--- config.mk ---
export PLATFORM = sky130hd
export DESIGN_NAME = cmpl_queue
export DESIGN_NICKNAME = d
export VERILOG_FILES = /design/src/rtl/cmpl_queue.sv
export SDC_FILE = /design/constraint.sdc
export NUM_CORES = 1
export LEC_CHECK = 0
export ABC_AREA = 1
export ABC_CLOCK_PERIOD_IN_PS = 4500
export BUFFER_PORTS_ARGS = -buffer_cell sky130_fd_sc_hd__buf_2
export CAP_MARGIN = 20
export CORE_MARGIN = 2
export CORE_UTILIZATION = 45
export CTS_CLUSTER_SIZE = 16
export DETAILED_ROUTE_END_ITERATION = 8
export PLACE_DENSITY = 0.66
export REMOVE_ABC_BUFFERS = 1
export SYNTH_ARGS = -nofsm -noshare
export SYNTH_HDL_FRONTEND = slang
export SYNTH_SLANG_ARGS = --single-unit
--- constraint.sdc ---
create_clock -name clk -period 4.5 [get_ports clk]
set_input_delay 0.225 -clock clk [delete_from_list [all_inputs] [get_ports clk]]
set_output_delay 0.225 -clock clk [all_outputs]
set_load 0.05 [all_outputs]
--- src/rtl/cmpl_queue.sv ---
module cmpl_queue #(
  parameter int DEPTH   = 6,
  parameter int INT_MAX = 4,
  parameter int AW      = 32,
  parameter int CW      = 3
) (
  input  logic          clk,
  input  logic          rst_n,
  input  logic [AW-1:0] vec_base,
  input  logic          disp_valid,
  input  logic          disp_int,
  input  logic          disp_store,
  input  logic [AW-1:0] disp_pc,
  output logic          disp_ready,
  output logic [$clog2(DEPTH)-1:0] disp_idx,
  input  logic          c0_valid,
  input  logic [$clog2(DEPTH)-1:0] c0_idx,
  input  logic          c0_exc,
  input  logic [CW-1:0] c0_cause,
  input  logic          c1_valid,
  input  logic [$clog2(DEPTH)-1:0] c1_idx,
  input  logic          c1_exc,
  input  logic [CW-1:0] c1_cause,
  output logic          ret_valid,
  output logic [AW-1:0] ret_pc,
  output logic          exc_take,
  output logic [AW-1:0] exc_pc,
  output logic [AW-1:0] exc_vector,
  output logic          st_release,
  output logic [$clog2(DEPTH)-1:0] st_release_idx
);
  localparam int IW   = $clog2(DEPTH);
  localparam int CNTW = $clog2(DEPTH + 1);

  logic [DEPTH-1:0] vld, isint, isst, done, exc, rel;
  logic [CW-1:0]    cause [DEPTH];
  logic [AW-1:0]    pc    [DEPTH];
  logic [IW-1:0]    head, tail;
  logic [CNTW-1:0]  cnt, icnt;
  logic             hold, fire, clean;

  function automatic logic [IW-1:0] nxt(input logic [IW-1:0] p);
    return (int'(p) == DEPTH - 1) ? '0 : p + 1'b1;
  endfunction

  function automatic logic [15:0] voff(input logic [CW-1:0] c);
    case (c)
      CW'(4):  return 16'h1D00;
      CW'(5):  return 16'h1C00;
      CW'(6):  return 16'h1E00;
      CW'(7):  return 16'h1F00;
      default: return 16'h0300 + {6'd0, c[1:0], 8'd0};
    endcase
  endfunction

  assign exc_take   = vld[head] & done[head] & exc[head];
  assign ret_valid  = vld[head] & done[head] & ~exc[head];
  assign ret_pc     = pc[head];
  assign exc_pc     = pc[head];
  assign exc_vector = vec_base + AW'(voff(cause[head]));
  assign disp_idx   = tail;
  assign disp_ready = ~hold & ~exc_take & (cnt < CNTW'(DEPTH))
                    & (~disp_int | (icnt < CNTW'(INT_MAX)));
  assign fire       = disp_valid & disp_ready;

  always_comb begin
    st_release     = 1'b0;
    st_release_idx = '0;
    clean          = 1'b1;
    for (int k = 0; k < DEPTH; k++) begin
      int s;
      s = int'(head) + k;
      if (s >= DEPTH) s = s - DEPTH;
      if (k < int'(cnt)) begin
        if (!st_release && clean && isst[s] && done[s] && !exc[s] && !rel[s]) begin
          st_release     = 1'b1;
          st_release_idx = IW'(s);
        end
        clean = clean & done[s] & ~exc[s];
      end
    end
  end

  always_ff @(posedge clk) begin
    if (!rst_n) begin
      vld  <= '0; isint <= '0; isst <= '0; done <= '0; exc <= '0; rel <= '0;
      head <= '0; tail <= '0; cnt <= '0; icnt <= '0; hold <= 1'b0;
      for (int i = 0; i < DEPTH; i++) begin
        cause[i] <= '0;
        pc[i]    <= '0;
      end
    end else if (exc_take) begin
      vld  <= '0;
      head <= '0; tail <= '0; cnt <= '0; icnt <= '0;
      hold <= 1'b1;
    end else begin
      hold <= 1'b0;
      if (c0_valid && int'(c0_idx) < DEPTH && vld[c0_idx] && !done[c0_idx]) begin
        done[c0_idx]  <= 1'b1;
        exc[c0_idx]   <= c0_exc;
        cause[c0_idx] <= c0_cause;
      end
      if (c1_valid && int'(c1_idx) < DEPTH && vld[c1_idx] && !done[c1_idx]) begin
        done[c1_idx]  <= 1'b1;
        exc[c1_idx]   <= c1_exc;
        cause[c1_idx] <= c1_cause;
      end
      if (st_release) rel[st_release_idx] <= 1'b1;
      if (ret_valid) begin
        vld[head] <= 1'b0;
        head      <= nxt(head);
      end
      if (fire) begin
        vld[tail]   <= 1'b1;
        isint[tail] <= disp_int;
        isst[tail]  <= disp_store;
        done[tail]  <= 1'b0;
        exc[tail]   <= 1'b0;
        rel[tail]   <= 1'b0;
        pc[tail]    <= disp_pc;
        tail        <= nxt(tail);
      end
      cnt  <= cnt + CNTW'(fire) - CNTW'(ret_valid);
      icnt <= icnt + CNTW'(fire & disp_int) - CNTW'(ret_valid & isint[head]);
    end
  end
endmodule

After elaboration in Yosys (flattened, before gate mapping)
Memory sizes are Yosys's and may differ from the RTL's. A register that Yosys moved wholly into a read port is not among the register bits.
Cells that the tools add are included.
{"block": "classes", "mux": 189, "eq_ne": 6, "bitwise_logic": 39, "magnitude_cmp": 32, "n_addsub": 19, "reduce_logical": 63}
{"cell": "two-way mux 32 bit", "n": 7}
{"cell": "< comparator 32 x 5 -> 1 bit (second input constant)", "n": 6}
{"cell": "two-way mux 6 bit", "n": 22}
{"cell": "binary-select mux 1 bit (select 3 bit)", "n": 32}
{"cell": "two-way mux 1 bit", "n": 95}
{"cell": "two-way mux 3 bit", "n": 23}
{"cell": "case mux 13 bit (4 select lines)", "n": 1}
{"cell": "logical AND 1 bit", "n": 39}
{"cell": "adder 32 x 16 -> 32 bit", "n": 1}
{"cell": "OR reduction 32 bit", "n": 1}
{"cell": "subtractor 4 x 3 -> 5 bit (second input constant)", "n": 5}
{"cell": "bitwise AND 6 bit", "n": 4}
{"cell": "bitwise mux 6 bit", "n": 4}
{"cell": "bitwise OR 6 bit", "n": 4}
{"cell": ">= comparator 4 x 3 -> 1 bit (second input constant)", "n": 5}
{"cell": "< comparator 3 x 4 -> 1 bit (second input constant)", "n": 5}
{"cell": "zero test 1 bit", "n": 19}
{"cell": "bitwise AND 1 bit", "n": 18}
{"cell": "equality test 3 bit (second input constant)", "n": 6}
{"cell": "demux 1 bit (select 3 bit)", "n": 5}
{"cell": ">= comparator 3 x 1 -> 1 bit (second input constant)", "n": 5}
{"cell": "< comparator 3 bit (second input constant)", "n": 4}
{"cell": "inverter 6 bit", "n": 2}
{"cell": "adder 10 x 10 -> 11 bit (first input constant)", "n": 1}
{"cell": "other kinds (16)", "n": 34}
{"block": "totals", "ramBits": 210, "word_cells": 361, "input_bits": 85, "n_memories": 2, "ff_bits": 49}
{"memory": "pc", "words": 6, "width": 32, "rd": 1, "rd_clocked_by_memory_dff": 1, "wr": 6, "line_no": "37", "rtl": "logic [AW-1:0] pc [DEPTH];"}
{"memory": "cause", "words": 6, "width": 3, "rd": 1, "rd_clocked_by_memory_dff": 1, "wr": 6, "line_no": "36", "rtl": "logic [CW-1:0] cause [DEPTH];"}

Depth between registers and ports, before layout
{"block": "logic_depth", "depth_word": 60, "mapped_depth": 30, "ltp_nobuf": 27}

Worst setup path before layout
OpenSTA, ideal clock, no wires.
{"block": "synth_path", "path_type": "reg2out", "from": "reg (tool-made name)", "to": "out exc_vector[29]", "t_required_ps": 4275, "arrival_ps": 4644, "setup_slack_ps": -369, "path_stages_with_launch": 25, "path_buffers": 2, "path_cell_list": "dfxtp_1 -> inv_1 -> clkbuf_1 -> clkbuf_1 -> o21ai_0 -> o22ai_1 -> inv_1 -> o21ai_0 -> inv_1 -> ha_1 -> o21ai_0 -> inv_1 -> o21ai_0 -> ha_1 -> a21oi_1 -> inv_1 -> a31oi_1 -> o21ai_0 -> nand3_1 -> nor3_1 -> nand2_1 -> nor2_1 -> nand4_1 -> nand3b_1 -> xnor2_1"}
{"item": "to (decl)", "line_no": "28", "rtl": "output logic [AW-1:0] exc_vector,"}

==> impl_metrics.toml <==
[worst_setup_path]
cp.required_ps = 4280
path_max_fanout = 8
reg2reg_slack_ps = 990
crit_path_start_kind = "flop"
ff2ff_path_depth = 12
path_class = "flop to output pin"
end_kind = "output pin"
r2r-start = "head[0]"
cp.arrival_ps = 4220
rr_endpoint = "pc[5][12]"

[sta]
report.final.hold_viol_count = 0
min_period_ps = 4440
fin_crit_sh = 0.988
rsz0062_at_grt = "yes"
setup_ws_ps = 55.6
setup_viol = 0
tightest_slew_ps = 951
fin_setup_tns_ps = 0
fin_worst_skew_ps = 18.6
maxSlewViolCount = 0
max_freq_mhz = 225
maxSlewHeadroom = 0.366

[global_route]
grt_max_degree = 99
antenna_found_initial = 1
grt_usage = 0.234
grt_pass1_wl_microns = 72600
grt-ovfl-total = 0
grt_pass1_vias = 13400

[synth]
synth_top_family_by_area = "simple AND/OR/NAND/NOR gates"
syn_area_sq_um = 17300
synth-xor-area-share = 0.0141
synth.ff_latch_count = 332
syn_area_per_cell_sq_um = 9.01
netlist_instances = 1916
muxShareOfSynthArea = 0
yosys.area_share.simple = 0.205
ys_top_cells_by_area = "edfxtp_1 49%, nor2_1 10%, dfxtp_1 6.0%, o21ai_0 5.8%, nand2_1 4.5%"
yosys.area.top_type_share = 0.487
yosys_warnings = 0
synth_fa_ha_area_frac = 0.0259
synth_compound_area_frac = 0.126
synth_cell_type_count = 53
ys_seq_area_frac = 0.547
synth_area_leader_cell = "edfxtp_1"

[detailed_routing]
first_pass_iters = 6
avgRoutedWirePerCell_microns = 18.5
drt-initial-drc-count = 1065
num_vias = 14100
vias_per_cell = 5.41
wl_microns = 48300
ant_nets = 0
drcViolationCount = 0

[floorplanning]
core_area_sq_um = 37800
rows = 71
floorplan.die_area_sq_um = 39900
initial_core_util = 0.457
die_x_microns = 200
chipHeight_microns = 200
pin_count = 191

[clock_network]
cts-root-buf = "clkbuf_16"
clockBufferDepth = 3
htree_levels = 2
clock_latency_ps = 540
cts_made_buffers = 37
clock_sinks = 332
cts.clk_slew.worst_paths_ps = 60
tritoncts = "built"

[job]
maxCapViolCount = 0

[placed_design]
place_congestion = 0.879
dp_cells = 2512
dp_hpwl_microns = 29900
dp_slack_ps = -41.2
port_buffers = 174

[power]
finalPower_mw = 7.50
switching_share = 0.275
p_leak_nw = 8.19
internal_power_mw = 5.44
combPwrFrac = 0.138
seqPwrFrac = 0.469
pwr-share-clk = 0.394
switchingPower_mw = 2.06
powerDensity_nw_per_um2 = 371
ir_drop_v = 0.000236

[finish]
final_layout_size_suffix_gt1_frac = 0.206
nets = 2187
n_fill_cell = 3388
layout.cells.non_filler = 2608
syn2layout_area_growth_pct = 17.3

[worst_hold_path]
hold_start = "c0_cause[0]"
worstHoldPathCells = 3
holdPathEnd = "cause[4][0]"
hold_path.class = "input port to flop"

[status]
status = "completed"
[Yosys cell counts (all sizes together)]
cell / instances
xnor2: 9
nor3b: 1
o2111ai: 2
a32o: 1
fa: 3
nand2: 234
ha: 31
conb: 1
edfxtp: 280
buf: 67
xor2: 18
o31ai: 1
a21oi: 49
nand3: 78
o211ai: 9
clkinv: 1
nor2: 485
nand4: 10
o21ai: 213
inv: 176
o311ai: 1
a211o: 1
o221ai: 3
or2: 2
nor4: 4
nand3b: 3
clkbuf: 60
o21bai: 1
o32ai: 5
o21a: 1
a22oi: 4
nor3: 18
dfxtp: 52
a31oi: 35
o22ai: 57
[flip-flops by register name, summed over array words and instances, names as in the netlist, named ones only]
signal    count
done          6
cause        24
pc          256
head          3
disp_idx      3
exc           6
hold          1
rel           6
isst          6
isint         6
icnt          3
cnt           3
vld           6
[layout make-up]
type	count	area, sq um	area share
clock buffer	46	970	0.0479
clock inverter	21	210	0.0104
antenna	1	2.50	0.000124
tap	511	639	0.0316
timing repair buffer	235	1530	0.0756
sequential	332	9460	0.467
inverter	177	689	0.0340
multi-input combinational	1285	6750	0.333
[worst max-delay path, cell delays in order (launching register included)]
cell     delay (ps)
dfxtp_4         450
buf_6           160
nor2_2           50
o22ai_1         100
inv_1            90
o21ai_4         170
inv_2           100
ha_4            180
o21ai_4         180
nand2_2          90
o21ai_2         140
ha_2            240
fa_2            240
nand3_2          80
nand2_2          80
a21oi_2          50
nor2_1          150
nand3_1         140
inv_2            90
nand3_4          80
inv_2            70
nand4_1         180
nor3_2          200
xor2_1          160
buf_4           210
[per-stage QoR]
step | utilization | area (sq um) | hold slack (ps)
finish | 0.536 | 20200 | 19.4
global route | 0.536 | 20200 | 34.4
CTS | 0.523 | 19800 | 4.14
detailed placement | 0.487 | 18400 | 451
global placement | 0.487 | 18400 | 448
floorplan | - | 16600 | 363
[power groups by stage]
stage / Combinational [mW] / Sequential, mW / Clock (mW)
final: 1.03 / 3.52 / 2.95
after global routing: 1.11 / 3.53 / 3.09
after CTS: 0.990 / 3.52 / 2.99
after detailed placement: 0.979 / 3.58 / 0
after global placement: 0.966 / 3.58 / 0
after floorplan: 0.669 / 3.57 / 0
[routing by layer]
metal  global-route usage  wire, microns
met4               0.0606            979
met5                    0              0
met3               0.0318           3120
met2                0.400          23600
met1                0.313          20600
[how the worst max path moves through the flow]
stage | endpoint | cells past startpoint
2_1_floorplan | exc_vector[29] | 21
3_3_place_gp | exc_vector[26] | 24
3_5_place_dp | exc_vector[26] | 24
4_1_cts | exc_vector[26] | 24
5_1_grt | exc_vector[26] | 24
6_report | exc_vector[26] | 24
[logic make-up after synthesis]
group	Yosys count
flops	332
xor+xnor	27
simple gates	835
compound gates	383
fa+ha+maj	34
buf+inv	304
other cells	1
[layout by cell type (no fill, tap or decap), types with 4 or more instances in the layout]
master	instances
a22oi_1	4
a21oi_1	42
buf_4	51
clkbuf_16	39
clkinv_2	7
inv_2	19
inv_1	152
buf_12	5
nor2_2	15
clkbuf_1	8
conb_1	6
a31oi_1	34
edfxtp_1	280
nand3_2	16
nand2_2	34
buf_2	167
o32ai_1	5
o21ai_2	9
nand2_1	199
xnor2_1	8
xor2_1	17
nor3_1	14
o211ai_1	9
ha_4	6
dfxtp_1	49
nor2_1	461
ha_1	24
o21ai_4	4
o21ai_0	188
o21ai_1	12
a21oi_2	6
nand4_1	10
o22ai_1	55
clkinv_1	7
nand3_1	60
nor2_4	9
[timing repair]
action,in CTS,in global routing
hold endpoints to repair,3,0
gates cloned,1,2
hold buffers,3,0
setup buffers,5,17
pin swaps,4,31
endpoints found under the setup margin,15,13
gates resized for setup,29,76
Note: power is estimated with default switching activity, not from simulation.
